$ cat config.mk
export PLATFORM = sky130hd
export DESIGN_NAME = codec_pwr_seq
export DESIGN_NICKNAME = d
export VERILOG_FILES = /design/src/rtl/codec_pwr_pkg.sv /design/src/rtl/cps_sync.sv /design/src/rtl/cps_wait_timer.sv /design/src/rtl/cps_seq_fsm.sv /design/src/rtl/cps_out_decode.sv /design/src/rtl/codec_pwr_seq.sv
export SDC_FILE = /design/constraint.sdc
export NUM_CORES = 1
export LEC_CHECK = 0
export ABC_AREA = 1
export CAP_MARGIN = 25
export CORE_MARGIN = 8
export CORE_UTILIZATION = 40
export DETAILED_ROUTE_END_ITERATION = 10
export SLEW_MARGIN = 10
export SYNTH_ARGS = -nofsm -noshare
export SYNTH_HDL_FRONTEND = slang
export SYNTH_SLANG_ARGS = --single-unit
export TNS_END_PERCENT = 30
$ cat constraint.sdc
create_clock -name clk -period 2.12 [get_ports clk]
set_input_delay 0.318 -clock clk [delete_from_list [all_inputs] [get_ports clk]]
set_output_delay 0.318 -clock clk [all_outputs]
set_load 0.05 [all_outputs]
$ cat src/rtl/codec_pwr_pkg.sv
package codec_pwr_pkg;

  localparam int NUM_ST = 8;

  // One-hot sequencer states; bit positions are visible on seq_state.
  typedef enum logic [NUM_ST-1:0] {
    ST_NOPWR  = 8'h01,
    ST_PGWAIT = 8'h02,
    ST_STBY   = 8'h04,
    ST_CORE   = 8'h08,
    ST_PATH   = 8'h10,
    ST_ON     = 8'h20,
    ST_MUTE   = 8'h40,
    ST_HPOFF  = 8'h80
  } seq_st_e;

  // Index of each asynchronous input in the synchronizer bus.
  localparam int IN_PG   = 0;
  localparam int IN_UP   = 1;
  localparam int IN_DN   = 2;
  localparam int IN_LOCK = 3;
  localparam int IN_HPL  = 4;
  localparam int NUM_IN  = 5;

  function automatic int max3(input int a, input int b, input int c);
    int m;
    m = (a > b) ? a : b;
    return (m > c) ? m : c;
  endfunction

endpackage

$ cat src/rtl/cps_sync.sv
module cps_sync #(
  parameter int W      = 5,
  parameter int STAGES = 2
) (
  input  logic         clk,
  input  logic         rst_n,
  input  logic [W-1:0] din,
  output logic [W-1:0] dout
);

  logic [STAGES-1:0][W-1:0] stg_q;

  always_ff @(posedge clk or negedge rst_n) begin
    if (!rst_n) begin
      stg_q <= '0;
    end else begin
      stg_q[0] <= din;
      for (int s = 1; s < STAGES; s++) begin
        stg_q[s] <= stg_q[s-1];
      end
    end
  end

  assign dout = stg_q[STAGES-1];

endmodule

$ cat src/rtl/cps_wait_timer.sv
module cps_wait_timer #(
  parameter int W = 8
) (
  input  logic         clk,
  input  logic         rst_n,
  input  logic         load,
  input  logic [W-1:0] load_val,
  output logic         expired
);

  logic [W-1:0] cnt_q;
  logic [W-1:0] cnt_d;
  logic         cnt_en;

  always_comb begin
    cnt_en = load | (cnt_q != '0);
    cnt_d  = load ? load_val : (cnt_q - 1'b1);
  end

  always_ff @(posedge clk or negedge rst_n) begin
    if (!rst_n) begin
      cnt_q <= '0;
    end else if (cnt_en) begin
      cnt_q <= cnt_d;
    end
  end

  assign expired = (cnt_q == '0);

endmodule

$ cat src/rtl/cps_seq_fsm.sv
module cps_seq_fsm
  import codec_pwr_pkg::*;
#(
  parameter int TMR_W    = 8,
  parameter int RST_CYC  = 4,
  parameter int LOCK_CYC = 16,
  parameter int HP_CYC   = 8
) (
  input  logic             clk,
  input  logic             rst_n,
  input  logic             pg_s,
  input  logic             up_s,
  input  logic             dn_s,
  input  logic             lock_s,
  input  logic             hpl_s,
  input  logic             tmr_exp,
  output logic             tmr_load,
  output logic [TMR_W-1:0] tmr_val,
  output seq_st_e          st_q
);

  // A wait of N cycles loads N-1: the state is held while the count runs down to zero.
  localparam logic [TMR_W-1:0] RST_LD  = TMR_W'(RST_CYC - 1);
  localparam logic [TMR_W-1:0] LOCK_LD = TMR_W'(LOCK_CYC - 1);
  localparam logic [TMR_W-1:0] HP_LD   = TMR_W'(HP_CYC - 1);

  seq_st_e st_d;

  always_comb begin
    st_d = st_q;
    if (!pg_s) begin
      st_d = ST_NOPWR;
    end else begin
      case (st_q)
        ST_NOPWR:  st_d = ST_PGWAIT;
        ST_PGWAIT: if (tmr_exp) st_d = ST_STBY;
        ST_STBY:   if (!dn_s && up_s) st_d = ST_CORE;
        ST_CORE: begin
          if (dn_s)                   st_d = ST_STBY;
          else if (lock_s || tmr_exp) st_d = ST_PATH;
        end
        ST_PATH: begin
          if (dn_s)         st_d = ST_STBY;
          else if (tmr_exp) st_d = ST_ON;
        end
        ST_ON:     if (dn_s) st_d = ST_MUTE;
        ST_MUTE:   if (hpl_s) st_d = ST_HPOFF;
        ST_HPOFF:  st_d = ST_STBY;
        default:   st_d = ST_NOPWR;
      endcase
    end
  end

  always_comb begin
    tmr_load = 1'b0;
    tmr_val  = '0;
    if (st_d != st_q) begin
      case (st_d)
        ST_PGWAIT: begin tmr_load = 1'b1; tmr_val = RST_LD;  end
        ST_CORE:   begin tmr_load = 1'b1; tmr_val = LOCK_LD; end
        ST_PATH:   begin tmr_load = 1'b1; tmr_val = HP_LD;   end
        default:   ;
      endcase
    end
  end

  always_ff @(posedge clk or negedge rst_n) begin
    if (!rst_n) begin
      st_q <= ST_NOPWR;
    end else begin
      st_q <= st_d;
    end
  end

endmodule

$ cat src/rtl/cps_out_decode.sv
module cps_out_decode
  import codec_pwr_pkg::*;
(
  input  seq_st_e st,
  output logic    rstn_o,
  output logic    core_o,
  output logic    path_o,
  output logic    amp_o,
  output logic    unmute_o,
  output logic    busy_o,
  output logic    done_o
);

  logic s_nopwr, s_pgwait, s_core, s_path, s_on, s_mute, s_hpoff;

  always_comb begin
    s_nopwr  = (st == ST_NOPWR);
    s_pgwait = (st == ST_PGWAIT);
    s_core   = (st == ST_CORE);
    s_path   = (st == ST_PATH);
    s_on     = (st == ST_ON);
    s_mute   = (st == ST_MUTE);
    s_hpoff  = (st == ST_HPOFF);

    rstn_o   = !(s_nopwr || s_pgwait);
    path_o   = s_path || s_on || s_mute || s_hpoff;
    core_o   = s_core || path_o;
    amp_o    = s_on || s_mute;
    unmute_o = s_on;
    busy_o   = s_pgwait || s_core || s_path || s_mute || s_hpoff;
    done_o   = s_on;
  end

endmodule

$ cat src/rtl/codec_pwr_seq.sv
module codec_pwr_seq
  import codec_pwr_pkg::*;
#(
  parameter int CLK_KHZ     = 125000,
  parameter int RST_NS      = 150,
  parameter int LOCK_MS     = 20,
  parameter int HP_MS       = 2,
  parameter int SYNC_STAGES = 2,
  parameter int RST_CYC     = (CLK_KHZ * RST_NS + 999999) / 1000000,
  parameter int LOCK_CYC    = CLK_KHZ * LOCK_MS,
  parameter int HP_CYC      = CLK_KHZ * HP_MS
) (
  input  logic       clk,
  input  logic       rst_n,
  input  logic       pwr_good,
  input  logic       up_req,
  input  logic       down_req,
  input  logic       pll_locked,
  input  logic       hp_out_low,
  output logic       codec_rstn,
  output logic       ref_en,
  output logic       pll_en,
  output logic       dac_en,
  output logic       mclk_out_en,
  output logic       path_en_l,
  output logic       path_en_r,
  output logic       hp_amp_en_l,
  output logic       hp_amp_en_r,
  output logic       unmute,
  output logic       busy,
  output logic       done,
  output logic [7:0] seq_state
);

  localparam int MAX_CYC = max3(RST_CYC, LOCK_CYC, HP_CYC);
  localparam int TMR_W   = $clog2(MAX_CYC + 1);

  logic [NUM_IN-1:0] raw_in;
  logic [NUM_IN-1:0] syn_in;
  logic              tmr_load;
  logic [TMR_W-1:0]  tmr_val;
  logic              tmr_exp;
  seq_st_e           st;
  logic              core_on, path_on, amp_on;

  always_comb begin
    raw_in          = '0;
    raw_in[IN_PG]   = pwr_good;
    raw_in[IN_UP]   = up_req;
    raw_in[IN_DN]   = down_req;
    raw_in[IN_LOCK] = pll_locked;
    raw_in[IN_HPL]  = hp_out_low;
  end

  cps_sync #(.W(NUM_IN), .STAGES(SYNC_STAGES)) sync_i (
    .clk   (clk),
    .rst_n (rst_n),
    .din   (raw_in),
    .dout  (syn_in)
  );

  cps_wait_timer #(.W(TMR_W)) tmr_i (
    .clk      (clk),
    .rst_n    (rst_n),
    .load     (tmr_load),
    .load_val (tmr_val),
    .expired  (tmr_exp)
  );

  cps_seq_fsm #(
    .TMR_W    (TMR_W),
    .RST_CYC  (RST_CYC),
    .LOCK_CYC (LOCK_CYC),
    .HP_CYC   (HP_CYC)
  ) fsm_i (
    .clk      (clk),
    .rst_n    (rst_n),
    .pg_s     (syn_in[IN_PG]),
    .up_s     (syn_in[IN_UP]),
    .dn_s     (syn_in[IN_DN]),
    .lock_s   (syn_in[IN_LOCK]),
    .hpl_s    (syn_in[IN_HPL]),
    .tmr_exp  (tmr_exp),
    .tmr_load (tmr_load),
    .tmr_val  (tmr_val),
    .st_q     (st)
  );

  cps_out_decode dec_i (
    .st       (st),
    .rstn_o   (codec_rstn),
    .core_o   (core_on),
    .path_o   (path_on),
    .amp_o    (amp_on),
    .unmute_o (unmute),
    .busy_o   (busy),
    .done_o   (done)
  );

  assign ref_en      = core_on;
  assign pll_en      = core_on;
  assign dac_en      = core_on;
  assign mclk_out_en = core_on;
  assign path_en_l   = path_on;
  assign path_en_r   = path_on;
  assign hp_amp_en_l = amp_on;
  assign hp_amp_en_r = amp_on;
  assign seq_state   = st;

endmodule

Yosys cells after proc, flatten, opt, wreduce, memory -nomap -nowiden
Index checks and enable logic that the tools add are counted.
W data, S select, Z words.
{ "word_totals": {"regBits": 40, "elab_cells": 50} }
{ "classes": {"addsub": 1, "n_eq_ne": 12, "muxes": 15, "n_bitwise": 1, "reduce_logical": 17} }
{ "op_table": {"columns": ["cell", "n"], "rows": [
  ["$mux W8", 9],
  ["$pmux W22 S3", 1],
  ["$pmux W8 S8", 1],
  ["$mux W22", 2],
  ["$logic_not A22 Y1", 1],
  ["$reduce_bool A22 Y1", 1],
  ["$sub A22 B1 Y22 const B", 1],
  ["$eq A8 B2 Y1 const B", 2],
  ["$eq A8 B4 Y1 const B", 2],
  ["$eq A8 B5 Y1 const B", 2],
  ["$logic_or A1 B1 Y1", 11],
  ["$eq A8 B1 Y1 const B", 1],
  ["$eq A8 B3 Y1 const B", 1],
  ["$eq A8 B6 Y1 const B", 1],
  ["$eq A8 B7 Y1 const B", 1],
  ["$eq A8 B8 Y1 const B", 1],
  ["$ne A8 B8 Y1", 1],
  ["$reduce_or A3 Y1", 1],
  ["$logic_not A1 Y1", 2],
  ["$mux W1", 2],
  ["$logic_and A1 B1 Y1", 1],
  ["$or A1 B1 Y1", 1]
]} }

Logic depth before layout (Yosys ltp)
Gate-level depths: netlist (run 1).
{ "depth": {"ltp_word": 11, "depth_mapped": 20, "depth_no_buf": 20} }

By module
Synthesis (run 1) repeated with hierarchy kept, for this count alone.
{ "unflattened": {"hier_cells": 438, "hier_area_um2": 3036.7} }
{ "by_module_without_submodules": {"columns": ["module", "instances", "cells_per_inst", "area_each_um2"], "rows": [
  ["cps_wait_timer", 1, 215, 1455.1],
  ["cps_seq_fsm", 1, 168, 1042.2],
  ["cps_sync", 1, 15, 287.8],
  ["cps_out_decode", 1, 35, 214.0],
  ["codec_pwr_seq", 1, 5, 37.5]
]} }

Worst setup path after synthesis (run 1)
No wires, ideal clock.
{ "synth_timing": {"path_kind": "register -> register", "startpoint": "reg fsm_i.st_q[2]", "endpoint": "reg tmr_i.cnt_q[12]", "arrival_ns": 2.507, "required_ns": 1.996, "setup_slack_ns": -0.511, "path_stages_with_launch": 18, "n_path_buf": 1, "period_less_slack_ns": 2.631, "path_cell_list": "dfrtp_1 -> nor2_1 -> nand2_2 -> nor2_4 -> inv_2 -> nand2_2 -> nor2_2 -> a21oi_4 -> nand2_1 -> a21oi_1 -> nand2_1 -> nor2_2 -> nand2_2 -> nand2_4 -> nand2_4 -> inv_4 -> buf_6 -> a21oi_1"} }
{ "synth_rtl": {"columns": ["item", "line", "text"], "rows": [
  ["from (decl)", "cps_seq_fsm.sv:19", "output seq_st_e st_q"],
  ["from (signal assigned)", "cps_seq_fsm.sv:71", "st_q <= st_d;"],
  ["$eq A8 B6 Y1 *", null, null],
  ["net done", "codec_pwr_seq.sv:31", "output logic done,"],
  ["$pmux W8 S8 *", "cps_seq_fsm.sv:34", "case (st_q)"],
  ["$mux W8 *", "cps_seq_fsm.sv:31", "if (!pg_s) begin"],
  ["$eq A8 B2 Y1 (tied with other cells)", "cps_seq_fsm.sv:58", "case (st_d)"],
  ["$reduce_or A3 Y1 (no source line)", null, null],
  ["$mux W1", "cps_seq_fsm.sv:58", null],
  ["$mux W1", "cps_seq_fsm.sv:57", "if (st_d != st_q) begin"],
  ["$mux W22 / $or A1 B1 Y1 (equally long branches)", "cps_wait_timer.sv:17, cps_wait_timer.sv:16", null],
  ["to (signal assigned)", "cps_wait_timer.sv:24", "cnt_q <= cnt_d;"],
  ["to (decl)", "cps_wait_timer.sv:11", "logic [W-1:0] cnt_q;"]
]} }
Mark *: on every way through the listed nets, which the timed path passes. The rest lies on a longest branch.
A chain may end at the register's enable or synchronous reset.

Worst setup path in the final report (run 1)
{ "layout_timing": {"startpoint": "reg fsm_i.st_q[0]", "endpoint": "reg tmr_i.cnt_q[15]"} }
{ "layout_between": {"elab_chain_cells": 9} }
{ "layout_rtl": {"columns": ["item", "line"], "rows": [
  ["$mux W8, on equally long branches", "cps_seq_fsm.sv:44, cps_seq_fsm.sv:40"],
  ["$mux W8, on equally long branches", "cps_seq_fsm.sv:43, cps_seq_fsm.sv:39"],
  ["$pmux W8 S8", "cps_seq_fsm.sv:34"],
  ["$mux W8", "cps_seq_fsm.sv:31"],
  ["$eq A8 B2 Y1 (tied with other cells)", "cps_seq_fsm.sv:58"],
  ["$reduce_or A3 Y1 (no source line)", null],
  ["$mux W1", "cps_seq_fsm.sv:58"],
  ["$mux W1", "cps_seq_fsm.sv:57"],
  ["$mux W22 / $or A1 B1 Y1 (equally long branches)", "cps_wait_timer.sv:17, cps_wait_timer.sv:16"]
]} }
Several ways; a longest one is shown, not always the timed one.

==> results.json, run 1 <==
{
  "status": "complete, but fails checks",
  "violations": "negative setup slack",
  "fp.dieH_um": 94.7,
  "worstPathRequired_ns": 2.34,
  "crit_arrival_ns": 2.63,
  "slew_headroom_pct": 65.5,
  "start_kind": "flip-flop",
  "die_w_um": 94.7,
  "hold_viol": 0,
  "irDropWorstVdd_v": 0.000725,
  "placed_area_mm2": 0.00348,
  "worstMarginPinSlew_ns": 0.516,
  "grtUsageTotal_pct": 17.6,
  "wire_per_inst_um": 14.0,
  "clkSinkCount": 40,
  "worst_skew_pair.late_latency_ns": 0.30,
  "antenna_found_initial": 0,
  "grt-ovfl-total": 0,
  "max_cap_viol_count": 0,
  "drtAntennaViolNets": 0,
  "syn2layout_area_growth_pct": 62.4,
  "p_leak_nw": 2.05,
  "cp_max_fo": 8,
  "synthFlopType": "dfrtp_1",
  "synth_edf_count": 0,
  "diodes": 0,
  "yosysTopAreaCell": "dfrtp_1",
  "clkSlewWorstSetupHoldPaths_ns": 0.08,
  "critPathCaptureType": "flip-flop",
  "dp_hpwl_mm": 5.42,
  "globalplace.congestion": 0.900,
  "core_mm2": 0.00596,
  "htreeDepth": 2,
  "ys_ff_latch": 40,
  "powerDensity_mw_per_mm2": 987,
  "async_flop_share_pct": 100,
  "final_util_pct": 67.5,
  "dp_worst_setup_slack_ns": -0.420,
  "synthDominantCellAreaShare_pct": 39.4,
  "synthesis.area_mm2": 0.00247,
  "post-route-min-period_ns": 2.41,
  "slew_violations": 0,
  "initialDrtViolationCount": 119,
  "max_freq_mhz": 414,
  "portBuffers": 26,
  "start_util_pct": 41.6,
  "worst_hold_slack_ns": 0.356,
  "yosys_warnings": 0,
  "crit_type": "flip-flop to flip-flop",
  "fin_area_mm2": 0.00402,
  "fin_crit_sh_pct": 114,
  "drtPass1Iterations": 4,
  "grt_max_degree": 18,
  "layout_setup_ws_ns": -0.294,
  "drt_wl_total_mm": 7.62,
  "drc_errors": 0,
  "drive_gt1_share_pct": 48.2,
  "cts_tree": "built",
  "grt_pass1_wl_mm": 12.4,
  "row_count": 28,
  "yosysSeqAreaShare_pct": 40.5,
  "hp-class": "flip-flop to flip-flop",
  "fin_skew_ns": 0.00916,
  "die-area_mm2": 0.00896,
  "syn-mean-instance-area_um2": 7.41,
  "synthTopCellsByArea": "dfrtp_1, nand2_1, nor2_1",
  "synthCells": 334,
  "nNetsFinal": 476,
  "cts_made_buffers": 5,
  "final_common_cell": "buf_4",
  "rsz0062_at_grt": "yes",
  "grt_pass1_vias": 2705,
  "cts-root-buf": "clkbuf_8",
  "cts_buffer_depth": 2,
  "mostFrequentLayoutCells": "buf_4, nand2_1, dfrtp_1",
  "finalSetupViolCount": 22,
  "ios": 27,
  "drt-vias-per-instance": 4.89,
  "syn_nets": 342,
  "num_vias": 2659,
  "synth.distinct_cells": 34,
  "fin_tns_setup_ns": -5.92
}
## critical path: stages, from the launching register on
cell and delay [ns]:
dfstp_2 0.60, inv_2 0.06, nand2_2 0.08, nor2_2 0.05, nand2_2 0.07, buf_4 0.14
inv_1 0.06, nor2_1 0.14, nand2_2 0.09, nand2_2 0.09, nor2_2 0.04, nand3_1 0.08
nand4_1 0.14, nor2_2 0.14, nand2_2 0.11, nand2_8 0.13, clkbuf_16 0.15, nand2_1 0.04
a21oi_1 0.13
## power breakdown
| part | total (mW) | switching [mW] | internal [mW] |
|---|---|---|---|
| logic | 2.37 | 1.20 | 1.16 |
| registers | 1.08 | 0.128 | 0.954 |
| clock network | 0.520 | 0.289 | 0.231 |
| total | 3.97 | 1.62 | 2.35 |
## flip-flops by register name (all words and copies together), names as in the netlist
name	flops
tmr_i.cnt_q	22
sync_i.stg_q	5
sync_i.dout	5
fsm_i.st_q	8
## routing by layer
layer / global-route usage, % / vias up / part of all wire (%)
met5: 0 / - / 0
li1: - / 1321 / -
met4: 6.11 / 0 / 2.7
met1: 19.6 / 1266 / 40
met2: 32.7 / 57 / 53
met3: 3.02 / 15 / 4.1
## worst paths after layout
| path | end | cells after the start | slack [ns] | from |
|---|---|---|---|---|
| hold / removal | sync_i.dout[1] | 0 | 0.36 | sync_i.stg_q[1] |
| max in group asynchronous | fsm_i.st_q[5] | 3 | 1.11 | rst_n |
| hold reg to reg | sync_i.dout[1] | 0 | 0.36 | sync_i.stg_q[1] |
| setup / recovery | tmr_i.cnt_q[15] | 18 | -0.29 | fsm_i.st_q[0] |
| setup reg to reg | tmr_i.cnt_q[15] | 18 | -0.29 | fsm_i.st_q[0] |
| min in group asynchronous | sync_i.stg_q[3] | 2 | 0.46 | rst_n |
## final cells by class
class,count,area [um2]
clock inverters,2,12.5
repair buffers,137,1170
well taps,75,93.8
multi-input cells,242,1480
flip-flops and latches,40,1010
inverters,42,174
fillers,493,1940
clock buffers,6,72.6
## Yosys cell counts, drive strengths merged (4+ instances only)
cell and count:
nand2 95, nor2 52, inv 42, dfrtp 39, a21oi 20, nand3 19
xor2 12, buf 9, o21ai 9, nand4 8, nor3 8, xnor2 7
nor4 4
## cell families (layout without fill, tap and decap cells)
| group | count (synthesis) | count (layout) | share of synthesized area [%] |
|---|---|---|---|
| and+or+nand+nor | 189 | 189 | 34.8 |
| DFF | 40 | 40 | 40.5 |
| AOI/OAI and AO/OA | 33 | 33 | 7.79 |
| buffers and inverters | 52 | 187 | 9.66 |
| xor gates and xnor gates | 19 | 19 | 6.72 |
| adders and majority gates | 1 | 1 | 0.505 |
## what timing repair did
action / in CTS / in global routing
hold buffers: 1 / 0
buffers inserted: 12 / 8
cloned: 0 / 1
gates resized for setup: 59 / 24
pin swaps: 33 / 18
hold endpoints to repair: 14 / 0
setup endpoints to repair: 26 / 31
## stage by stage
stage | std cells | total power, mW
finish | 544 | 3.97
global route | 544 | 4.25
detailed placement | 514 | 2.97
floorplan | 334 | 2.11
CTS | 535 | 3.80
global placement | 514 | 2.94
Power figures use the tool's default switching activity.
==> inputs of run 2 (changes only) <==
CORE_ASPECT_RATIO = 1.5   (was not set)
CORE_MARGIN = 3   (was 8)
CORE_UTILIZATION = 45   (was 40)
PLACE_DENSITY = 0.68   (was not set)
==> run 2 against run 1 <==
Register-to-register slack improved by 0.03 ns. Die area down 28%. Routed wire length grew 9.0%. Critical endpoint is now tmr_i.cnt_q[5]. The run still ends with negative setup slack left. Sequential share of layout area about the same. Sequential cell count unchanged. Worst setup slack improved by 0.029 ns.
==> results.json, run 2 (synthesis results as in run 1) <==
{
  "status": "complete, but fails checks",
  "violations": "negative setup slack",
  "cts_buffer_depth": 2,
  "fin_tns_setup_ns": -5.15,
  "worstRegToRegCells": 17,
  "grt-ovfl-total": 0,
  "largest-register": "tmr_i.cnt_q",
  "grt_pass1_wl_mm": 12.2,
  "max_freq_mhz": 419,
  "p_sw_share_pct": 43.4,
  "drt-vias-per-instance": 5.33,
  "finalSetupViolCount": 28,
  "dp_hpwl_mm": 5.78,
  "fillers": 382,
  "irDropWorstVdd_v": 0.000779,
  "nNetsFinal": 465,
  "post-route-min-period_ns": 2.38,
  "crit_top_cell": "nand2_2",
  "clkSinkCount": 40,
  "core_mm2": 0.00525,
  "critPathCaptureType": "flip-flop",
  "grtUsageTotal_pct": 24.9,
  "gr-usage-met3_pct": 3.48,
  "setup.worst_path.end": "tmr_i.cnt_q[5]",
  "path_buf_inv": 3,
  "pwr-share-comb_pct": 60.3,
  "rr_startpoint": "tmr_i.cnt_q[1]",
  "worstPathRequired_ns": 2.34,
  "fp.dieH_um": 96.8,
  "grt_max_degree": 21,
  "die-area_mm2": 0.00644,
  "final_common_cell": "buf_4",
  "ios": 27,
  "slew_violations": 0,
  "drive_gt1_share_pct": 49.1,
  "cts-root-buf": "clkbuf_8",
  "fin_skew_ns": 0.00705,
  "start_util_pct": 47.2,
  "final_util_pct": 76.6,
  "hold_viol": 0,
  "portBuffers": 26,
  "worstPathCellList": "inv_2 > ha_2 > nand2_2 > nor2_4 > buf_6 > nand3_4 > nand2_1 > nand2_1 > nand2_2 > nor2_2 > nand3_1 > nand4_1 > nor2_2 > nand2_2 > nand2_8 > clkinvlp_4 > nor3_2",
  "r2r_slack_ns": -0.26,
  "hp-class": "input pin to async pin",
  "setup.worst_path.start": "tmr_i.cnt_q[1]",
  "row_count": 32,
  "worstMarginPinSlew_ns": 0.502,
  "wire_per_inst_um": 15.8,
  "die_w_um": 66.6,
  "reg2reg_to": "tmr_i.cnt_q[5]",
  "intPower_mw": 2.32,
  "layout_setup_ws_ns": -0.264,
  "dpl.cell_count": 502,
  "p_sw_mw": 1.78,
  "crit_family": "simple AND/OR/NAND/NOR gates",
  "fin_cells": 526,
  "drtAntennaViolNets": 0,
  "max_cap_viol_count": 0,
  "clkSlewWorstSetupHoldPaths_ns": 0.08,
  "cp.depth": 17,
  "crit_arrival_ns": 2.60,
  "num_vias": 2803,
  "drt_wl_total_mm": 8.31,
  "multi_input_area_mm2": 0.00155,
  "grt_pass1_vias": 2735,
  "cp_max_fo": 7,
  "cts_tree": "built",
  "gr-usage-met1_pct": 25.3,
  "crit_path_top_delay_cell": "dfrtp_1",
  "p_seq_share_pct": 26.4,
  "p_leak_nw": 2.01,
  "critPathMaxStageDelay_ns": 0.40,
  "crit_type": "flip-flop to flip-flop",
  "slew_headroom_pct": 66.5,
  "grt_busiest_layer": "met2",
  "fin_crit_sh_pct": 112,
  "diodes": 0,
  "antenna_found_initial": 0,
  "largest_registers": "tmr_i.cnt_q: 22 flops, fsm_i.st_q: 8 flops",
  "powerDensity_mw_per_mm2": 1020,
  "grt_util_met2_pct": 46.4,
  "area.sequential_mm2": 0.00101,
  "initialDrtViolationCount": 157,
  "drc_errors": 0,
  "globalplace.congestion": 0.997,
  "largest_reg_flops": 22,
  "syn2layout_area_growth_pct": 62.3,
  "clock_power_share_pct": 13.3,
  "cts_made_buffers": 5,
  "drtPass1Iterations": 5,
  "mostFrequentLayoutCells": "buf_4, nand2_1, dfrtp_1",
  "start_kind": "flip-flop",
  "rsz0062_at_grt": "yes",
  "worst_skew_pair.late_latency_ns": 0.30,
  "htreeDepth": 2
}
run 2: cell types whose count changed in the layout (fill, tap and decap cells not counted), moves of 2 or more:
cell,previous run,this run
a21oi_2,12,16
nand2_4,4,6
buf_6,3,9
nand2_8,1,3
buf_4,112,93
a21oi_1,7,3
nand2_1,68,64
run 2: worst min-delay path by stage:
stage               start             end  slack [ns]  depth (start not counted)
global route        rst_n  sync_i.dout[4]        0.36                          2
detailed placement  rst_n  sync_i.dout[4]        0.13                          1
finish              rst_n  sync_i.dout[4]        0.34                          2
global placement    rst_n  sync_i.dout[4]        0.12                          1
CTS                 rst_n  sync_i.dout[4]        0.34                          2
floorplan           rst_n   fsm_i.st_q[1]        0.02                          0
run 2: what timing repair did:
| item | CTS | global route |
|---|---|---|
| cloned | 0 | 2 |
| gates resized for setup | 37 | 69 |
| hold endpoints to repair | 3 | 0 |
| hold buffers | 1 | 0 |
| pin swaps | 8 | 11 |
| endpoints found under the setup margin | 29 | 29 |
| buffers inserted | 8 | 5 |
run 2: layout make-up:
class / instances / area share, %
Tap cell: 68 / 2.12
Timing Repair Buffer: 124 / 27.0
Clock inverter: 2 / 0.343
Clock buffer: 6 / 2.06
Multi-Input combinational cell: 243 / 38.7
Sequential cell: 40 / 25.2
Inverter: 42 / 4.39
Timing Repair inverter: 1 / 0.280
run 2: worst register-to-register path, delay by kind of cell (launching register included):
kind          cells  cell delay, ns
buf+inv           3            0.42
simple gates     13            1.29
flops             1            0.40
fa+ha+maj         1            0.18
run 2: stage by stage:
step	setup WS, ns	power (mW)	area (um2)	hold WS (ns)
floorplan	-0.350	2.11	2490	0.0224
global placement	-0.413	2.89	3440	0.125
detailed placement	-0.489	2.94	3440	0.130
CTS	-0.228	3.68	3720	0.344
global route	-0.383	4.35	4020	0.358
finish	-0.264	4.11	4020	0.344
run 2: power by group through the flow:
stage | Sequential [mW] | Combinational [mW] | Clock [mW]
6_report | 1.08 | 2.48 | 0.548
5_1_grt | 1.10 | 2.66 | 0.591
4_1_cts | 1.07 | 2.05 | 0.564
3_5_place_dp | 1.08 | 1.87 | 0
3_3_place_gp | 1.07 | 1.82 | 0
2_1_floorplan | 1.14 | 0.972 | 0
run 2: layer usage:
layer | wire length [um] | up-vias
li1 | - | 1315
met1 | 2850 | 1324
met2 | 4550 | 114
met3 | 348 | 50
met4 | 561 | 0
met5 | 0 | -
